--- src/rtl/irqc_pkg.sv ---
package irqc_pkg;
   localparam int unsigned SRC_N   = 5;
   localparam int unsigned REG_W   = 8;
   localparam int unsigned EMI_BIT = 0;
   // Per-source placement in the two control words.
   localparam int unsigned SRC_REG  [SRC_N] = '{0, 0, 0, 1, 1};
   localparam int unsigned SRC_EN   [SRC_N] = '{1, 2, 3, 0, 1};
   localparam int unsigned SRC_FLAG [SRC_N] = '{4, 5, 6, 4, 5};

   typedef enum logic [2:0] {
      SRC_CMP0 = 3'd0,
      SRC_CMP1 = 3'd1,
      SRC_TMR0 = 3'd2,
      SRC_TMR1 = 3'd3,
      SRC_ADC  = 3'd4
   } irq_src_e;
endpackage

--- src/rtl/irqc_ctrl_regs.sv ---
module irqc_ctrl_regs
   import irqc_pkg::*;
(
   input  logic             clk,
   input  logic             rst_n,
   input  logic             wr_en,
   input  logic             wr_sel,
   input  logic [REG_W-1:0] wr_data,
   input  logic             rd_sel,
   output logic [REG_W-1:0] rd_data,
   input  logic [SRC_N-1:0] hw_set,
   input  logic [SRC_N-1:0] svc_clr,
   input  logic             svc_take,
   input  logic             reti,
   output logic [SRC_N-1:0] flag_q,
   output logic [SRC_N-1:0] en_q,
   output logic             emi_q
);
   logic [SRC_N-1:0] flag_d;
   logic [SRC_N-1:0] en_d;
   logic [SRC_N-1:0] hit;
   logic             emi_d;
   logic             wr_word0;

   assign wr_word0 = wr_en && !wr_sel;

   for (genvar i = 0; i < SRC_N; i++) begin : g_src
      assign hit[i]    = wr_en && (wr_sel == (SRC_REG[i] != 0));
      // hardware set wins over acceptance clear, which wins over software write
      assign flag_d[i] = hw_set[i] |
                         (~svc_clr[i] & (hit[i] ? wr_data[SRC_FLAG[i]] : flag_q[i]));
      assign en_d[i]   = hit[i] ? wr_data[SRC_EN[i]] : en_q[i];

      AST_FLAG_STICKY: assert property (@(posedge clk) disable iff (!rst_n)
         flag_q[i] && !svc_clr[i] && !hit[i] |=> flag_q[i]);
      AST_HW_SET: assert property (@(posedge clk) disable iff (!rst_n)
         hw_set[i] |=> flag_q[i]);
   end

   always_comb begin
      if (svc_take)      emi_d = 1'b0;
      else if (reti)     emi_d = 1'b1;
      else if (wr_word0) emi_d = wr_data[EMI_BIT];
      else               emi_d = emi_q;
   end

   always_ff @(posedge clk) begin
      if (!rst_n) begin
         flag_q <= '0;
         en_q   <= '0;
         emi_q  <= 1'b0;
      end else begin
         flag_q <= flag_d;
         en_q   <= en_d;
         emi_q  <= emi_d;
      end
   end

   always_comb begin
      rd_data = '0;
      if (!rd_sel) rd_data[EMI_BIT] = emi_q;
      for (int i = 0; i < SRC_N; i++) begin
         if ((SRC_REG[i] != 0) == rd_sel) begin
            rd_data[SRC_FLAG[i]] = flag_q[i];
            rd_data[SRC_EN[i]]   = en_q[i];
         end
      end
   end

   AST_TAKE_DROPS_EMI: assert property (@(posedge clk) disable iff (!rst_n)
      svc_take |=> !emi_q);
   AST_RETI_RAISES_EMI: assert property (@(posedge clk) disable iff (!rst_n)
      reti && !svc_take |=> emi_q);
endmodule

--- src/rtl/irqc_prio_pick.sv ---
module irqc_prio_pick #(
   parameter int unsigned N     = 5,
   parameter int unsigned STYLE = 0,
   localparam int unsigned IDX_W = (N > 1) ? $clog2(N) : 1
) (
   input  logic [N-1:0]     cand,
   output logic [N-1:0]     grant,
   output logic [IDX_W-1:0] idx,
   output logic             any
);
   if (STYLE > 1) begin : g_bad_style
      $error("irqc_prio_pick: STYLE must be 0 or 1");
   end

   if (STYLE == 0) begin : g_scan
      // walk from lowest priority upward so index 0 overrides all
      always_comb begin
         grant = '0;
         for (int i = N - 1; i >= 0; i--) begin
            if (cand[i]) grant = N'(1) << i;
         end
      end
   end else begin : g_isolate
      // two's-complement trick isolates the lowest set bit
      assign grant = cand & (~cand + N'(1));
   end

   assign any = |cand;

   always_comb begin
      idx = '0;
      for (int i = 0; i < N; i++) begin
         if (grant[i]) idx = IDX_W'(i);
      end
   end
endmodule

--- src/rtl/irqc_svc_track.sv ---
module irqc_svc_track #(
   parameter int unsigned NEST_W = 3
) (
   input  logic clk,
   input  logic rst_n,
   input  logic take,
   input  logic ret_any,
   output logic in_service
);
   if (NEST_W < 1) begin : g_bad_width
      $error("irqc_svc_track: NEST_W must be at least 1");
   end

   logic [NEST_W-1:0] depth_q;
   logic              inc;
   logic              dec;

   assign inc = take && !(&depth_q);
   assign dec = ret_any && (depth_q != '0);

   always_ff @(posedge clk) begin
      if (!rst_n)          depth_q <= '0;
      else if (inc && !dec) depth_q <= depth_q + 1'b1;
      else if (dec && !inc) depth_q <= depth_q - 1'b1;
   end

   assign in_service = (depth_q != '0);

   AST_TAKE_OPENS: assert property (@(posedge clk) disable iff (!rst_n)
      take && !ret_any |=> in_service);
   AST_IDLE_STAYS: assert property (@(posedge clk) disable iff (!rst_n)
      !in_service && !take |=> !in_service);
endmodule

--- src/rtl/prio_irq_ctrl.sv ---
module prio_irq_ctrl
   import irqc_pkg::*;
#(
   parameter int unsigned VEC_W     = 8,
   parameter int unsigned VEC_BASE  = 4,
   parameter int unsigned VEC_STEP  = 4,
   parameter int unsigned NEST_W    = 3,
   parameter int unsigned ARB_STYLE = 0
) (
   input  logic             clk,
   input  logic             rst_n,
   input  logic             phase_t2,
   input  logic [4:0]       src_req,
   input  logic             stack_full,
   input  logic             ret_plain,
   input  logic             ret_reen,
   input  logic             reg_wr_en,
   input  logic             reg_wr_sel,
   input  logic [7:0]       reg_wr_data,
   input  logic             reg_rd_sel,
   output logic [7:0]       reg_rd_data,
   output logic             irq_take,
   output logic [VEC_W-1:0] irq_vector,
   output logic             in_service
);
   localparam int unsigned IDX_W   = $clog2(SRC_N);
   localparam int unsigned VEC_TOP = VEC_BASE + VEC_STEP * (SRC_N - 1);

   if (VEC_TOP >= (1 << VEC_W)) begin : g_bad_vec
      $error("prio_irq_ctrl: highest vector does not fit in VEC_W");
   end
   if (VEC_STEP == 0) begin : g_bad_step
      $error("prio_irq_ctrl: VEC_STEP must be non-zero");
   end

   logic [SRC_N-1:0] flag_q, en_q, cand, grant, svc_clr;
   logic [IDX_W-1:0] idx;
   logic             any, emi_q, ack_now;
   logic             take_q;
   logic [VEC_W-1:0] vec_q;

   assign cand    = flag_q & en_q;
   assign ack_now = phase_t2 && emi_q && any && !(in_service && stack_full);
   assign svc_clr = ack_now ? grant : '0;

   irqc_ctrl_regs u_regs (
      .clk      (clk),
      .rst_n    (rst_n),
      .wr_en    (reg_wr_en),
      .wr_sel   (reg_wr_sel),
      .wr_data  (reg_wr_data),
      .rd_sel   (reg_rd_sel),
      .rd_data  (reg_rd_data),
      .hw_set   (src_req),
      .svc_clr  (svc_clr),
      .svc_take (ack_now),
      .reti     (ret_reen),
      .flag_q   (flag_q),
      .en_q     (en_q),
      .emi_q    (emi_q)
   );

   irqc_prio_pick #(.N(SRC_N), .STYLE(ARB_STYLE)) u_pick (
      .cand  (cand),
      .grant (grant),
      .idx   (idx),
      .any   (any)
   );

   irqc_svc_track #(.NEST_W(NEST_W)) u_svc (
      .clk        (clk),
      .rst_n      (rst_n),
      .take       (ack_now),
      .ret_any    (ret_plain || ret_reen),
      .in_service (in_service)
   );

   always_ff @(posedge clk) begin
      if (!rst_n) begin
         take_q <= 1'b0;
         vec_q  <= '0;
      end else begin
         take_q <= ack_now;
         if (ack_now) vec_q <= VEC_W'(VEC_BASE + VEC_STEP * int'(idx));
      end
   end

   assign irq_take   = take_q;
   assign irq_vector = vec_q;

   AST_GRANT_ONEHOT: assert property (@(posedge clk) disable iff (!rst_n)
      $onehot0(grant));
   AST_VEC_GRID: assert property (@(posedge clk) disable iff (!rst_n)
      irq_take |-> ((irq_vector >= VEC_W'(VEC_BASE)) &&
                    (((irq_vector - VEC_W'(VEC_BASE)) % VEC_W'(VEC_STEP)) == 0)));
   AST_MASKED: assert property (@(posedge clk) disable iff (!rst_n)
      phase_t2 && !emi_q |=> !irq_take);
   AST_TAKE_ON_T2: assert property (@(posedge clk) disable iff (!rst_n)
      irq_take |-> $past(phase_t2));
   AST_NO_NEST_FULL: assert property (@(posedge clk) disable iff (!rst_n)
      phase_t2 && in_service && stack_full |=> !irq_take);
   AST_RET_KEEPS_EMI: assert property (@(posedge clk) disable iff (!rst_n)
      ret_plain && !ret_reen && !ack_now && !(reg_wr_en && !reg_wr_sel)
      |=> emi_q == $past(emi_q));
endmodule

--- config.mk ---
export PLATFORM = sky130hd
export DESIGN_NAME = prio_irq_ctrl
export DESIGN_NICKNAME = d
export VERILOG_FILES = /design/src/rtl/irqc_pkg.sv /design/src/rtl/irqc_ctrl_regs.sv /design/src/rtl/irqc_prio_pick.sv /design/src/rtl/irqc_svc_track.sv /design/src/rtl/prio_irq_ctrl.sv
export SDC_FILE = /design/constraint.sdc
export NUM_CORES = 1
export LEC_CHECK = 0
export ABC_AREA = 0
export ABC_CLOCK_PERIOD_IN_PS = 3700
export CORE_MARGIN = 2
export CORE_UTILIZATION = 60
export DETAILED_ROUTE_END_ITERATION = 6
export DONT_BUFFER_PORTS = 1
export GPL_TIMING_DRIVEN = 0
export PLACE_DENSITY = 0.76
export RECOVER_POWER = 25
export REMOVE_ABC_BUFFERS = 1
export SLEW_MARGIN = 30
export SYNTH_ARGS = -nofsm -noshare
export SYNTH_HDL_FRONTEND = slang
export SYNTH_SLANG_ARGS = --single-unit
--- constraint.sdc ---
create_clock -name clk -period 3.7 [get_ports clk]
set_clock_uncertainty 0.15 [all_clocks]
set_input_delay 0.74 -clock clk [delete_from_list [all_inputs] [get_ports clk]]
set_output_delay 0.74 -clock clk [all_outputs]
set_load 0.02 [all_outputs]
==> insert_results.sql <==
INSERT INTO impl_metrics (metric_group, metric, value, unit) VALUES
('synth', 'synth.mux.area_fraction', '0.142', ''),
('synth', 'netlist_instances', '114', ''),
('die', 'dieWidth', '45.6', 'microns'),
('routing', 'antenna_nets_post_route', '0', ''),
('setup_path', 'end_kind', 'flip-flop', ''),
('grt', 'first_pass_grt_wire_length', '3.11', 'mm'),
('setup_path', 'timing.reg2reg.setup_slack', '0.65', 'ns'),
('place', 'detailed_place_hpwl', '1.59', 'mm'),
('clocking', 'cts_tree', 'yes', ''),
('layout', 'proportion_of_layout_cells_with_a_drive_suffix_above_1', '0.130', ''),
('clocking', 'cts_made_buffers', '3', ''),
('setup_path', 'critical_path.startpoint', 'u_svc.depth_q[0]', ''),
('layout', 'num-fill-cells', '146', ''),
('power', 'worst_voltage_drop_across_the_vdd_grid', '0.343', 'mV'),
('setup_path', 'cp_max_fo', '8', ''),
('die', 'core.rowCount', '15', ''),
('synth', 'post_synth_fa_ha_maj_area_fraction', '0.0434', ''),
('setup_path', 'criticalPathCategory', 'reg2reg', ''),
('synth', 'number_of_different_library_cells_in_the_post_synthesis_netlist', '32', ''),
('clocking', 'clock_sinks', '19', ''),
('min_path', 'min_path_type', 'reg2reg', ''),
('place', 'gp_congestion', '0.855', ''),
('setup_path', 'data_required_time_of_the_critical_path', '3.78', 'ns'),
('setup_path', 'timing.critical_path.from_type', 'flip-flop', ''),
('routing', 'routedWlPerCell', '15.7', 'microns'),
('grt', 'grt_antenna_before_repair', '0', ''),
('layout', 'layout.nets', '141', ''),
('routing', 'route.detailed.vias_per_inst', '6.09', ''),
('synth', 'synth.yosys.seq_area_share', '0.367', ''),
('clocking', 'cts_resized', '0', ''),
('min_path', 'hold_path_depth', '2', ''),
('setup_path', 'r2r.worst_path.cells', '10', ''),
('clocking', 'post-cts-setup-buffer-count', '0', ''),
('sta', 'hold_viol', '0', ''),
('synth', 'ys.warnings.count', '0', ''),
('layout', 'layout-area-overhead-vs-synth', '1.09', '%'),
('synth', 'synth.cell_area', '1040', 'sq um'),
('die', 'floorplan.die.height', '45.6', 'microns'),
('sta', 'fin_crit_sh', '0.824', ''),
('routing', 'detail_route.first_pass.iterations', '4', ''),
('sta', 'timing.final.crit_period', '3.05', 'ns'),
('layout', 'finalCoreUtilization', '0.628', ''),
('setup_path', 'capturing_element_of_the_worst_setup_path', 'u_svc.depth_q[2]', ''),
('clocking', 'worstSkewPairLatency', '0.30', 'ns'),
('job', 'max_cap_violations', '0', ''),
('sta', 'max_clock_freq', '0.328', 'GHz'),
('synth', 'synth-compound-area-share', '0.185', ''),
('clocking', 'cts_buffer_depth', '2', ''),
('die', 'floorplan.io_pins', '40', ''),
('setup_path', 'crit-reg2reg-capture', 'u_svc.depth_q[2]', ''),
('routing', 'drt_drc_violations_left', '0', ''),
('synth', 'syn_area_per_cell', '9.10', 'sq um'),
('setup_path', 'critPathArrivalTime', '3.13', 'ns'),
('status', 'outcome', 'completed', ''),
('sta', 'max-slew-margin-rel', '0.464', ''),
('sta', 'rsz0062_at_grt', 'no', ''),
('grt', 'grt_max_degree', '14', ''),
('die', 'design.die.area', '2080', 'sq um'),
('routing', 'drt_total_wl', '2.07', 'mm'),
('die', 'initial_utilization', '0.621', ''),
('routing', 'vias', '804', ''),
('grt', 'grt.total_usage', '0.207', ''),
('synth', 'synth_xor_xnor_area_share', '0.0169', ''),
('synth', 'ys_ff_latch', '19', ''),
('power', 'static-leakage-power', '0.425', 'nW'),
('layout', 'insertedDiodeCount', '0', ''),
('clocking', 'cts.reportedPaths.clkPinSlew', '0.11', 'ns'),
('grt', 'grt_overflow', '0', ''),
('clocking', 'clock_tree.root_cell', 'clkbuf_4', ''),
('clocking', 'hold_buffers', '0', ''),
('grt', 'number_of_global_route_vias_before_repair', '729', ''),
('setup_path', 'reg2reg_from', 'u_svc.depth_q[0]', ''),
('place', 'numPortBuffers', '0', ''),
('sta', 'tightest_slew', '0.803', 'ns'),
('power', 'power-per-cell-area', '481', 'nW/um^2'),
('synth', 'post_synthesis_simple_gate_area_fraction', '0.191', ''),
('clocking', 'cts_max_level', '1', ''),
('synth', 'synth_top_family_by_area', 'simple AND/OR/NAND/NOR gates', ''),
('die', 'coreArea', '1670', 'sq um'),
('sta', 'slew_violations', '0', ''),
('routing', 'drt_first_iter_violations', '12', ''),
('power', 'power.total', '0.504', 'mW'),
('sta', 'tns', '0', 'ns'),
('sta', 'number_of_setup_violations_in_the_final_report', '0', '');
[worst min-delay path by stage]
stage	from	to	slack, ns
2_1_floorplan	u_regs.en_q[4]	u_regs.en_q[4]	0.30
3_3_place_gp	u_regs.en_q[4]	u_regs.en_q[4]	0.31
3_5_place_dp	u_regs.en_q[4]	u_regs.en_q[4]	0.33
4_1_cts	u_regs.en_q[4]	u_regs.en_q[4]	0.34
5_1_grt	u_regs.en_q[4]	u_regs.en_q[4]	0.37
6_report	u_regs.en_q[4]	u_regs.en_q[4]	0.34
[critical path, cell delays in order (launching register included)]
cell and delay, ns:
dfxtp_1 0.37, or3_1 0.56, a21oi_4 0.33, nand2_1 0.14, a31oi_1 0.17, ha_1 0.21, inv_1 0.06, fa_1 0.38
xor2_1 0.16, or3_1 0.30, a21oi_1 0.15
[metal layers]
layer	share of wire	GRT usage
met5	0	0
met4	0.013	0.0706
met3	0.056	0.0437
met2	0.47	0.335
met1	0.47	0.270
[kinds of logic after synthesis]
group,count (synthesis)
AO/OA/AOI/OAI,27
XOR/XNOR,2
adder cells (fa/ha/maj),3
buffers and inverters,9
flip-flops,19
multiplexers,14
other,1
AND/OR/NAND/NOR,39
[where the power goes]
part | switching, mW | total (mW) | internal, mW
clock network | 0.0632 | 0.105 | 0.0420
logic | 0.0919 | 0.149 | 0.0571
registers | 0.0235 | 0.250 | 0.226
total | 0.179 | 0.504 | 0.326
[flip-flops by register name (all words and copies together) (netlist names)]
| signal | cells |
|---|---|
| u_regs.en_q | 5 |
| u_regs.flag_q | 5 |
| irq_vector | 4 |
| u_svc.depth_q | 3 |
| irq_take | 1 |
| u_regs.emi_q | 1 |
[cells in the mapped netlist]
cell,count,area share
fa_1,1,0.019
a21oi_1,8,0.039
a21oi_4,1,0.016
a21oi_2,1,0.0084
nor3_1,2,0.0097
dfxtp_1,19,0.37
or3_1,1,0.0060
inv_1,2,0.0072
buf_1,1,0.0036
nand2_1,10,0.036
ha_1,2,0.024
and3_1,3,0.018
a211oi_1,1,0.0072
or3_4,1,0.011
nor2b_1,6,0.036
a211oi_2,1,0.012
nor2_4,1,0.011
conb_1,1,0.0036
o32ai_2,1,0.016
o21ai_0,5,0.024
nor2_1,9,0.033
o21a_1,3,0.022
buf_2,1,0.0048
and2_1,1,0.0060
mux2_2,6,0.065
mux2i_1,8,0.077
a22oi_1,2,0.014
xor2_1,2,0.017
buf_4,5,0.036
nand3_1,5,0.024
a21o_2,1,0.0084
a31oi_1,3,0.018
[placed cells by master (no fill, tap or decap)]
cell,count
nand2_1,10
a31oi_1,3
dfxtp_1,19
nor2b_1,6
mux2_2,6
a21oi_1,8
a21oi_4,1
o32ai_2,1
nand3_1,5
clkbuf_1,1
conb_1,5
and3_1,3
a22oi_1,2
ha_1,2
a211oi_1,1
nor3_1,2
a211oi_2,1
o21ai_0,5
clkbuf_4,3
and2_1,1
o21a_1,3
fa_1,1
a21oi_2,1
or3_1,2
inv_1,2
nor2_1,9
xor2_1,2
a21o_2,1
mux2i_1,8
nor2_4,1
[final cells by class]
| cell class | instances | area, sq um | area share |
|---|---|---|---|
| inverter | 2 | 7.51 | 0.00716 |
| clock buffer | 4 | 26.3 | 0.0251 |
| tap | 17 | 21.3 | 0.0203 |
| sequential | 19 | 380 | 0.363 |
| multi-input combinational | 90 | 613 | 0.585 |
[stage by stage]
stage               area [sq um]  hold WS, ns  setup slack (ns)  cells
detailed placement          1030        0.327             0.769    128
finish                      1050        0.341             0.652    132
floorplan                   1010        0.296              1.04    111
CTS                         1050        0.342             0.747    132
global route                1050        0.366             0.414    132
global placement            1030        0.314             0.853    128
No activity file was read; power rests on OpenSTA's default activity.
